[config.mk]
export PLATFORM = sky130hd
export DESIGN_NAME = regwin_mapper
export DESIGN_NICKNAME = d
export VERILOG_FILES = /design/src/rtl/regwin_pkg.sv /design/src/rtl/regwin_state.sv /design/src/rtl/regwin_xlate.sv /design/src/rtl/regwin_mapper.sv
export SDC_FILE = /design/constraint.sdc
export NUM_CORES = 1
export LEC_CHECK = 0
export BUFFER_PORTS_ARGS = -buffer_cell sky130_fd_sc_hd__buf_4
export CELL_PAD_IN_SITES_DETAIL_PLACEMENT = 1
export CELL_PAD_IN_SITES_GLOBAL_PLACEMENT = 1
export CORE_MARGIN = 2
export CORE_UTILIZATION = 44
export CTS_CLUSTER_SIZE = 12
export DETAILED_ROUTE_END_ITERATION = 7
export GPL_TIMING_DRIVEN = 1
export PLACE_DENSITY = 0.94
export RECOVER_POWER = 50
export SLEW_MARGIN = 15
export SYNTH_ARGS = -nofsm -noshare
export SYNTH_HDL_FRONTEND = slang
export SYNTH_SLANG_ARGS = --single-unit
[constraint.sdc]
create_clock -name clk -period 21 [get_ports clk]
set_input_delay 4.2 -clock clk [delete_from_list [all_inputs] [get_ports clk]]
set_output_delay 4.2 -clock clk [all_outputs]
set_load 0.01 [all_outputs]
[src/rtl/regwin_pkg.sv]
// Shared types for the register window mapper.
// Assumes the field widths below match the command word layout.
package regwin_pkg;
    localparam int WBS_W = 7;
    localparam int WSZ_W = 7;
    localparam int RB_W  = 6;

    // Bit positions inside the set-base control word and the set-window literal
    localparam int RCUR_LSB = 12;
    localparam int RSZ_LSB  = 6;
    localparam int RBS_LSB  = 0;
    localparam int WSZ_LSB  = 5;

    typedef struct packed {
        logic [WBS_W-1:0] wbs;
        logic [WSZ_W-1:0] wsz;
        logic [RB_W-1:0]  rbs;
        logic [RB_W-1:0]  rsz;
        logic [RB_W-1:0]  rcur;
    } win_state_t;
endpackage

[src/rtl/regwin_state.sv]
// Holds the window state. Applies the set-window and set-base commands, then
// applies the end-of-bundle rotation to the result.
// Assumes the commands are sampled on the same edge as bundle_end.
module regwin_state
    import regwin_pkg::*;
(
    input  logic        clk,
    input  logic        rst_n,
    input  logic        set_win,
    input  logic [6:0]  win_base,
    input  logic [31:0] win_lit,
    input  logic        set_base,
    input  logic [31:0] base_word,
    input  logic        bundle_end,
    input  logic        branch_taken,
    input  logic [1:0]  adv_field,
    output win_state_t  st
);
    win_state_t loaded;
    win_state_t nxt;
    logic       step;
    logic [RB_W:0] rot_mod;
    logic [RB_W:0] rcur_inc;
    logic       unused_bits;

    assign unused_bits = ^{win_lit[31:WSZ_LSB+WSZ_W], win_lit[WSZ_LSB-1:0],
                           base_word[31:RCUR_LSB+RB_W]};

    // Apply the command loads, then the rotation on top of the loaded values
    always_comb begin
        loaded = st;
        if (set_win) begin
            loaded.wbs = win_base;
            loaded.wsz = win_lit[WSZ_LSB +: WSZ_W];
        end
        if (set_base) begin
            loaded.rcur = base_word[RCUR_LSB +: RB_W];
            loaded.rsz  = base_word[RSZ_LSB +: RB_W];
            loaded.rbs  = base_word[RBS_LSB +: RB_W];
        end
        step     = bundle_end & (branch_taken ? adv_field[0] : adv_field[1]);
        rot_mod  = {1'b0, loaded.rsz} + 1'b1;
        rcur_inc = ({1'b0, loaded.rcur} + 1'b1) % rot_mod;
        nxt      = loaded;
        if (step) nxt.rcur = rcur_inc[RB_W-1:0];
    end

    // State register with synchronous active-low reset
    always_ff @(posedge clk) begin
        if (!rst_n) st <= '0;
        else        st <= nxt;
    end

    // after a rotation step the index is inside the rotating range
    p_rcur_bound_r7: assert property (@(posedge clk) disable iff (!rst_n)
        step |=> (st.rcur <= st.rsz));

    // without commands or bundle end the state is held
    p_state_hold_r9: assert property (@(posedge clk) disable iff (!rst_n)
        !(set_win || set_base || bundle_end) |=> (st == $past(st)));

    // set-base writes the size field from bits 11:6
    p_setbase_rsz_r5: assert property (@(posedge clk) disable iff (!rst_n)
        set_base |=> (st.rsz == $past(base_word[11:6])));

    // set-window writes the size from literal bits 11:5
    p_setwin_wsz_r6: assert property (@(posedge clk) disable iff (!rst_n)
        set_win |=> (st.wsz == $past(win_lit[11:5])));
endmodule

[src/rtl/regwin_xlate.sv]
// Combinational translation from a logical register number to a physical index.
// Assumes each physical sum is below 3*PHYS, which holds for the default
// widths: at most 127 + 254 + 126 = 507, and 507 < 672.
module regwin_xlate
    import regwin_pkg::*;
#(
    parameter int PHYS      = 224,
    parameter int WIN_LIMIT = 64,
    parameter int IDX_W     = $clog2(PHYS)
)(
    input  logic             clk,
    input  logic             rst_n,
    input  win_state_t       st,
    input  logic [6:0]       lreg,
    input  logic             based,
    output logic [IDX_W-1:0] idx,
    output logic             oob
);
    localparam logic [9:0] P1    = 10'(PHYS);
    localparam logic [9:0] P2    = 10'(2 * PHYS);
    localparam logic [7:0] WLIM8 = 8'(WIN_LIMIT);

    logic [7:0] lr8, two_wbs, two_wsz, two_rbs, rot_size, rc2, rc2m, local_slot;
    logic [9:0] sum, wrapped;

    // Local slot inside the rotating area: (r - 2*rcur) mod S
    always_comb begin
        lr8      = {1'b0, lreg};
        two_wbs  = {st.wbs, 1'b0};
        two_wsz  = {st.wsz, 1'b0};
        two_rbs  = {1'b0, st.rbs, 1'b0};
        rot_size = {1'b0, st.rsz, 1'b0} + 8'd2;
        rc2      = {1'b0, st.rcur, 1'b0};
        rc2m     = rc2 % rot_size;
        local_slot = (lr8 >= rc2m) ? (lr8 - rc2m) : (lr8 + rot_size - rc2m);
    end

    // Physical sum and wrap into the register file
    always_comb begin
        if (based) sum = {2'b0, local_slot} + {2'b0, two_wbs} + {2'b0, two_rbs};
        else       sum = {2'b0, lr8} + {2'b0, two_wbs};
        if (sum >= P2)      wrapped = sum - P2;
        else if (sum >= P1) wrapped = sum - P1;
        else                wrapped = sum;
        idx = IDX_W'(wrapped);
    end

    // Range check for the selected mode
    always_comb begin
        if (based) oob = !((lr8 < two_wsz) && (lr8 < rot_size));
        else       oob = !((lr8 < WLIM8) && (lr8 < two_wsz));
    end

    // the physical index stays inside the file
    p_idx_range_r1: assert property (@(posedge clk) disable iff (!rst_n)
        32'(idx) < PHYS);

    // an in-range based access lands inside the rotating area
    p_local_in_area_r3: assert property (@(posedge clk) disable iff (!rst_n)
        (based && !oob) |-> (local_slot < rot_size));
endmodule

[src/rtl/regwin_mapper.sv]
// Top level of the register window mapper. Holds the window state, translates
// each access and gates its write enable on the range check.
// Assumes one access per cycle, with the commands and the advance coming from
// the bundle now completing.
module regwin_mapper
    import regwin_pkg::*;
#(
    parameter int PHYS      = 224,
    parameter int WIN_LIMIT = 64,
    localparam int IDX_W    = $clog2(PHYS)
)(
    input  logic             clk,
    input  logic             rst_n,
    input  logic             acc_valid,
    input  logic             acc_write,
    input  logic [6:0]       lreg_num,
    input  logic             lreg_based,
    input  logic             set_win,
    input  logic [6:0]       win_base,
    input  logic [31:0]      win_lit,
    input  logic             set_base,
    input  logic [31:0]      base_word,
    input  logic             bundle_end,
    input  logic             branch_taken,
    input  logic [1:0]       adv_field,
    output logic [IDX_W-1:0] phys_idx,
    output logic             range_err,
    output logic             wr_en
);
    win_state_t st;
    logic       oob;

    regwin_state u_state (
        .clk(clk), .rst_n(rst_n),
        .set_win(set_win), .win_base(win_base), .win_lit(win_lit),
        .set_base(set_base), .base_word(base_word),
        .bundle_end(bundle_end), .branch_taken(branch_taken),
        .adv_field(adv_field), .st(st)
    );

    regwin_xlate #(.PHYS(PHYS), .WIN_LIMIT(WIN_LIMIT), .IDX_W(IDX_W)) u_xlate (
        .clk(clk), .rst_n(rst_n), .st(st),
        .lreg(lreg_num), .based(lreg_based),
        .idx(phys_idx), .oob(oob)
    );

    // Error flag and gated write enable for the current access
    always_comb begin
        range_err = acc_valid & oob;
        wr_en     = acc_valid & acc_write & ~oob;
    end

    // an out-of-range access never writes
    p_err_blocks_wr_r8: assert property (@(posedge clk) disable iff (!rst_n)
        range_err |-> !wr_en);

    // with no access presented, both outputs stay low
    p_idle_quiet_r8: assert property (@(posedge clk) disable iff (!rst_n)
        !acc_valid |-> (!range_err && !wr_en));
endmodule

# Word level (Yosys, flattened, before mapping)

Cells that the tools add are included.

Div/mod/pow operators: 2
Add/subtract/negate cells: 11
Reductions and logical operators: 4
Order comparisons: 6
Bitwise logic cells: 5
Multiplexer cells: 8

Operator list:

| operator                                                                | number |
|---|---|
| 8-bit 2-to-1 mux                                                        | 3 |
| 7-bit by 8-bit < comparator with 1-bit output                           | 2 |
| 8-bit subtractor (second input constant)                                | 2 |
| 6-bit by 1-bit adder with 7-bit output (second input constant)          | 2 |
| 12-bit 2-to-1 mux                                                       | 1 |
| 9-bit by 7-bit adder with 10-bit output                                 | 1 |
| 10-bit by 8-bit >= comparator with 1-bit output (second input constant) | 1 |
| 10-bit by 9-bit >= comparator with 1-bit output (second input constant) | 1 |
| 10-bit 2-to-1 mux                                                       | 1 |
| 7-bit by 8-bit adder with 9-bit output                                  | 1 |
| 8-bit by 8-bit adder with 9-bit output                                  | 1 |
| 7-bit by 2-bit adder with 8-bit output (second input constant)          | 1 |
| 7-bit by 8-bit adder with 8-bit output                                  | 1 |
| 7-bit by 8-bit >= comparator with 1-bit output                          | 1 |
| 7-bit by 8-bit remainder unit with 8-bit output                         | 1 |
| 7-bit by 8-bit subtractor with 8-bit output                             | 1 |
| 8-bit subtractor                                                        | 1 |
| 7-bit < comparator (second input constant)                              | 1 |
| 7-bit by 7-bit remainder unit with 7-bit output                         | 1 |
| 6-bit 2-to-1 mux                                                        | 1 |
| 1-bit bitwise AND                                                       | 4 |
| 1-bit logical AND                                                       | 2 |
| 1-bit zero test                                                         | 2 |
| 1-bit 2-to-1 mux                                                        | 2 |
| 1-bit inverter                                                          | 1 |

Bits in registers: 32
Input port bits: 89
Output and inout bits: 10

# Longest topological paths before layout

Depth in word-level cells: 10
Mapped depth: 75
Gate-level depth less buffers: 74

# Hierarchy

A second synthesis with hierarchy kept.

Cell total of the unflattened synthesis: 783
Area total of the unflattened synthesis: 6347.3 um2

By module, submodules not included:

| module        | instances | area each (um2) | cells an instance | sequential area each (um2) |
|---|---|---|---|---|
| regwin_xlate  | 1         | 3449.6          | 443               | 0.0 |
| regwin_state  | 1         | 2881.5          | 338               | 640.6 |
| regwin_mapper | 1         | 16.3            | 2                 | 0.0 |

# Worst setup path after synthesis

No wires, ideal clock.

Path type: register to output
From: register u_state.st[6] (netlist name)
To: output port phys_idx[7]
Stages on the path, launching flop included: 69
Path slack: 3.281 ns
Data required time: 16.800 ns
Data arrival time: 13.519 ns
Path buffers: 1
Path through: dfxtp_1 > ha_1 > inv_1 > ha_1 > o21a_1 > o21ai_0 > o21ai_0 > o31ai_1 > ha_1 > o211ai_1 > and3_1 > a22oi_1 > o21ai_0 > ha_1 > a21oi_1 > a21boi_0 > o21ai_2 > nor3_1 > [... 33 more ...] > mux2_4 > fa_1 > ha_1 > inv_1 > fa_1 > nor2b_1 > o21ai_0 > nand2_1 > nor2_1 > o21ai_0 > o21ai_0 > inv_1 > ha_1 > or4b_2 > a2111oi_0 > o21ai_0 > nand2_1 > mux2_2

Cells in the longest elaborated chain, start to end: 10
Elaborated cells between the ends (all ways): 16

Ends and longest elaborated chain:

| what                                                                                                      | line                                   | source |
|---|---|---|
| 7-bit by 2-bit adder with 8-bit output *                                                                  | regwin_xlate.sv:32                     | `rot_size = {1'b0, st.rsz, 1'b0} + 8'd2;` |
| 7-bit by 8-bit remainder unit with 8-bit output or 7-bit by 8-bit adder with 8-bit output (tied branches) | regwin_xlate.sv:34, regwin_xlate.sv:35 |  |
| 8-bit subtractor, or another cell as far along                                                            | regwin_xlate.sv:35                     | `local_slot = (lr8 >= rc2m) ? (lr8 - rc2m) : (lr8 + rot_size - rc2m);` |
| 8-bit 2-to-1 mux *                                                                                        | regwin_xlate.sv:35                     |  |
| 8-bit by 8-bit adder with 9-bit output *                                                                  | regwin_xlate.sv:40                     | `if (based) sum = {2'b0, local_slot} + {2'b0, two_wbs} + {2'b0, two_rbs};` |
| 9-bit by 7-bit adder with 10-bit output *                                                                 | regwin_xlate.sv:40                     |  |
| 10-bit 2-to-1 mux *                                                                                       | regwin_xlate.sv:40                     |  |
| 8-bit subtractor or 10-bit by 8-bit >= comparator with 1-bit output (tied branches)                       | regwin_xlate.sv:43                     | `else if (sum >= P1) wrapped = sum - P1;` |
| 8-bit 2-to-1 mux                                                                                          | regwin_xlate.sv:43                     |  |
| 8-bit 2-to-1 mux *                                                                                        | regwin_xlate.sv:42                     | `if (sum >= P2) wrapped = sum - P2;` |
| end, declared                                                                                             | regwin_mapper.sv:26                    | `output logic [IDX_W-1:0] phys_idx,` |

Mark *: on every way between the ends. The rest lies on a longest branch, timed or not.

# Final worst setup path

From: register u_state.st[6] (netlist name)
To: output port phys_idx[7]

Cells in the longest elaborated chain, start to end: 10
Elaborated cells between the ends (all ways): 16

Ends and longest elaborated chain:

| what                                                                                                      | line |
|---|---|
| 7-bit by 2-bit adder with 8-bit output *                                                                  | regwin_xlate.sv:32 |
| 7-bit by 8-bit remainder unit with 8-bit output or 7-bit by 8-bit adder with 8-bit output (tied branches) | regwin_xlate.sv:34, regwin_xlate.sv:35 |
| 8-bit subtractor, or another cell as far along                                                            | regwin_xlate.sv:35 |
| 8-bit 2-to-1 mux *                                                                                        | regwin_xlate.sv:35 |
| 8-bit by 8-bit adder with 9-bit output *                                                                  | regwin_xlate.sv:40 |
| 9-bit by 7-bit adder with 10-bit output *                                                                 | regwin_xlate.sv:40 |
| 10-bit 2-to-1 mux *                                                                                       | regwin_xlate.sv:40 |
| 8-bit subtractor or 10-bit by 8-bit >= comparator with 1-bit output (tied branches)                       | regwin_xlate.sv:43 |
| 8-bit 2-to-1 mux                                                                                          | regwin_xlate.sv:43 |
| 8-bit 2-to-1 mux *                                                                                        | regwin_xlate.sv:42 |

Marked as above.

==> results.sh <==
export IMPL_die_area_um2=14800
export IMPL_drive_gt1_share_pct=16.8
export IMPL_grt_pass1_vias=6648
export IMPL_antenna_found_initial=0
export IMPL_tightest_slew_ns=1.93
export IMPL_reg2reg_depth=50
export IMPL_synth_xor_area_share_pct=7.74
export IMPL_top_register="u_state.st"
export IMPL_nets=999
export IMPL_ant_nets=0
export IMPL_ys_top_cells_by_count="ha_1 (99), nor2_1 (65), inv_1 (64), a21oi_1 (48), o21ai_0 (41)"
export IMPL_synth_ff_type="dfxtp_1"
export IMPL_grt_max_degree=33
export IMPL_viasPerCell=6.20
export IMPL_setup_viol=0
export IMPL_path_max_fanout=13
export IMPL_arrival_ns=16.14
export IMPL_ctsRootBufferMaster="clkbuf_16"
export IMPL_worstHoldPathType="reg -> reg"
export IMPL_crit_family="compound AO/OA/AOI/OAI gates"
export IMPL_path_clk_slew_ns=0.06
export IMPL_required_ns=16.80
export IMPL_htree_num_levels=2
export IMPL_cap_violations=1
export IMPL_rr_endpoint="u_state.st[1]"
export IMPL_violations="max-capacitance violations, max-slew violations"
export IMPL_core_um2=13300
export IMPL_slew_headroom_pct=-28.4
export IMPL_cp_endpoint="phys_idx[7]"
export IMPL_grt_pass1_wl_mm=34.3
export IMPL_status="finished, violations left"
export IMPL_crit_top_cell="ha_1"
export IMPL_hold_viol_final=0
export IMPL_die_y_um=122
export IMPL_synth_top_family_by_area="adder cells"
export IMPL_cts_tree="done"
export IMPL_syn_to_final_growth_pct=14.2
export IMPL_crit_slowest_cell="or4b_2"
export IMPL_syn_mean_instance_area_um2=8.19
export IMPL_ff2ff_setup_slack_ns=6.74
export IMPL_wire_per_inst_um=22.2
export IMPL_synthTopCellsByArea="ha_1 (20%), dfxtp_1 (11%), mux2i_1 (6.3%), fa_1 (5.3%), xnor2_1 (4.5%)"
export IMPL_critPathKind="reg -> out"
export IMPL_start_util_pct=45.5
export IMPL_yosysSeqAreaShare_pct=10.5
export IMPL_synth_top_area_share_pct=20.4
export IMPL_die_x_um=122
export IMPL_diodes=0
export IMPL_syn_inst=742
export IMPL_synthSimpleGateAreaFrac_pct=17.5
export IMPL_synthArstFlopShare_pct=0
export IMPL_dp_hpwl_mm=15.2
export IMPL_cts_sinks=32
export IMPL_final_util_pct=52.0
export IMPL_clock_latency_ns=0.30
export IMPL_start_kind="flop"
export IMPL_dr_total_vias=6029
export IMPL_grt_overflow_total=0
export IMPL_drtIter0Drc=293
export IMPL_skew_ns=0.00312
export IMPL_wirelength_mm=21.6
export IMPL_rows=42
export IMPL_ys_ff_latch=32
export IMPL_synth_distinct_cells=89
export IMPL_fmax_mhz=49.2
export IMPL_cp_num_buf_inv=5
export IMPL_crit_start="u_state.st[6]"
export IMPL_critPathMaxStageDelay_ns=0.64
export IMPL_syn_nets=946
export IMPL_firstDrtPassIters=6
export IMPL_synth_edf_count=0
export IMPL_rr_startpoint="u_state.st[6]"
export IMPL_grt_usage_pct=29.6
export IMPL_io_buffers=59
export IMPL_ctsLongestPathBuffers=2
export IMPL_largest_reg_flops=32
export IMPL_top_regs="u_state.st (32)"
export IMPL_yosys_area_top_type="ha_1"
export IMPL_yosys_warnings=0
export IMPL_synth_mux_area_share_pct=9.76
export IMPL_synth_most_common_cell="ha_1"
export IMPL_synth_compound_area_share_pct=22.3
export IMPL_slew_viol_final=33
export IMPL_finalCriticalPeriod_ns=20.34
export IMPL_synthesis_area_um2=6080
export IMPL_drcViolationCount=0
export IMPL_synthAdderAreaFrac_pct=25.6
export IMPL_end_kind="output port"
export IMPL_cts_made_buffers=5
export IMPL_gp_congestion=0.861
export IMPL_path_depth=70
export IMPL_pin_count=99
export IMPL_period_share_pct=96.8
-- worst min-delay path by stage --
stage	startpoint	end	slack, ns	cells past startpoint
after floorplan	u_state.st[18]	u_state.st[18]	0.46	2
after global placement	u_state.st[23]	u_state.st[23]	0.47	2
after detailed placement	u_state.st[17]	u_state.st[17]	0.49	2
after CTS	u_state.st[17]	u_state.st[17]	0.50	2
after global routing	u_state.st[17]	u_state.st[17]	0.54	2
final	u_state.st[20]	u_state.st[20]	0.50	2
-- worst min-delay path, cell delays in order, from the launching register on --
cell and delay, ns:
dfxtp_1 0.33, mux2i_1 0.07, nor2_1 0.07
-- cell usage in the layout, fill, tap and decap left out, drive strengths merged, types with 3 or more instances in the layout --
cell type and count:
nor3 20, xnor2 32, nor3b 4, xor2 20, nand3 10, o211ai 6, a21o 16, ha 99
dfxtp 32, fa 16, o21ai 46, a2111oi 3, and2 6, nor2b 14, or3 8, inv 66
o211a 3, nand3b 3, mux2i 40, nor2 67, o21a 22, nand2 40, a21oi 48, buf 65
mux2 15, o31ai 7, clkbuf 7, a211oi 11, nand4 4, and3 4, a21boi 5, nand2b 11
o21bai 3
-- logic make-up (layout without fill, tap and decap cells) --
group                      after synthesis  count (layout)
AOI/OAI and AO/OA                      194             194
DFF                                     32              32
other                                    1               1
adders and majority gates              115             115
and+or+nand+nor                        205             205
xor gates and xnor gates                52              52
muxes                                   55              55
buffers and inverters                   88             142
-- cell type report --
cell class              count  area (um^2)
fillers                  1623         6410
multi-input cells         622         5130
flip-flops and latches     32          642
repair buffers             67          512
inverters                  67          264
well taps                 176          220
clock buffers               5          125
clock inverters             3         46.3
-- per-layer routing --
metal	up-vias	share of wire, %	routed length (um)	track usage (%)
met2	221	51	11100	55.5
li1	2740	-	-	-
met3	105	4.3	932	3.75
met4	0	6.3	1350	17.0
met1	2963	38	8200	31.8
met5	-	0	0	0
-- stage by stage --
step	setup WS, ns	area [um^2]	TNS, ns	hold WS, ns	instances
6_report	0.664	6940	0	0.500	972
4_1_cts	0.0197	6840	0	0.504	968
3_3_place_gp	1.52	6630	0	0.474	958
3_5_place_dp	0.789	6630	0	0.489	958
5_1_grt	-0.0687	6940	-0.0687	0.541	972
2_1_floorplan	3.28	6080	0	0.460	742
-- repair_timing --
item | CTS | global route
pin swaps | 1 | 4
resized for setup | 4 | 21
hold endpoints to repair | 0 | 0
setup buffers | 2 | 4
endpoints found under the setup margin | 3 | 3
hold buffers | 0 | 0
Power is left out: the tool's default activity adds up to more than one toggle a clock period on the data nets, which glitch-free logic cannot reach.
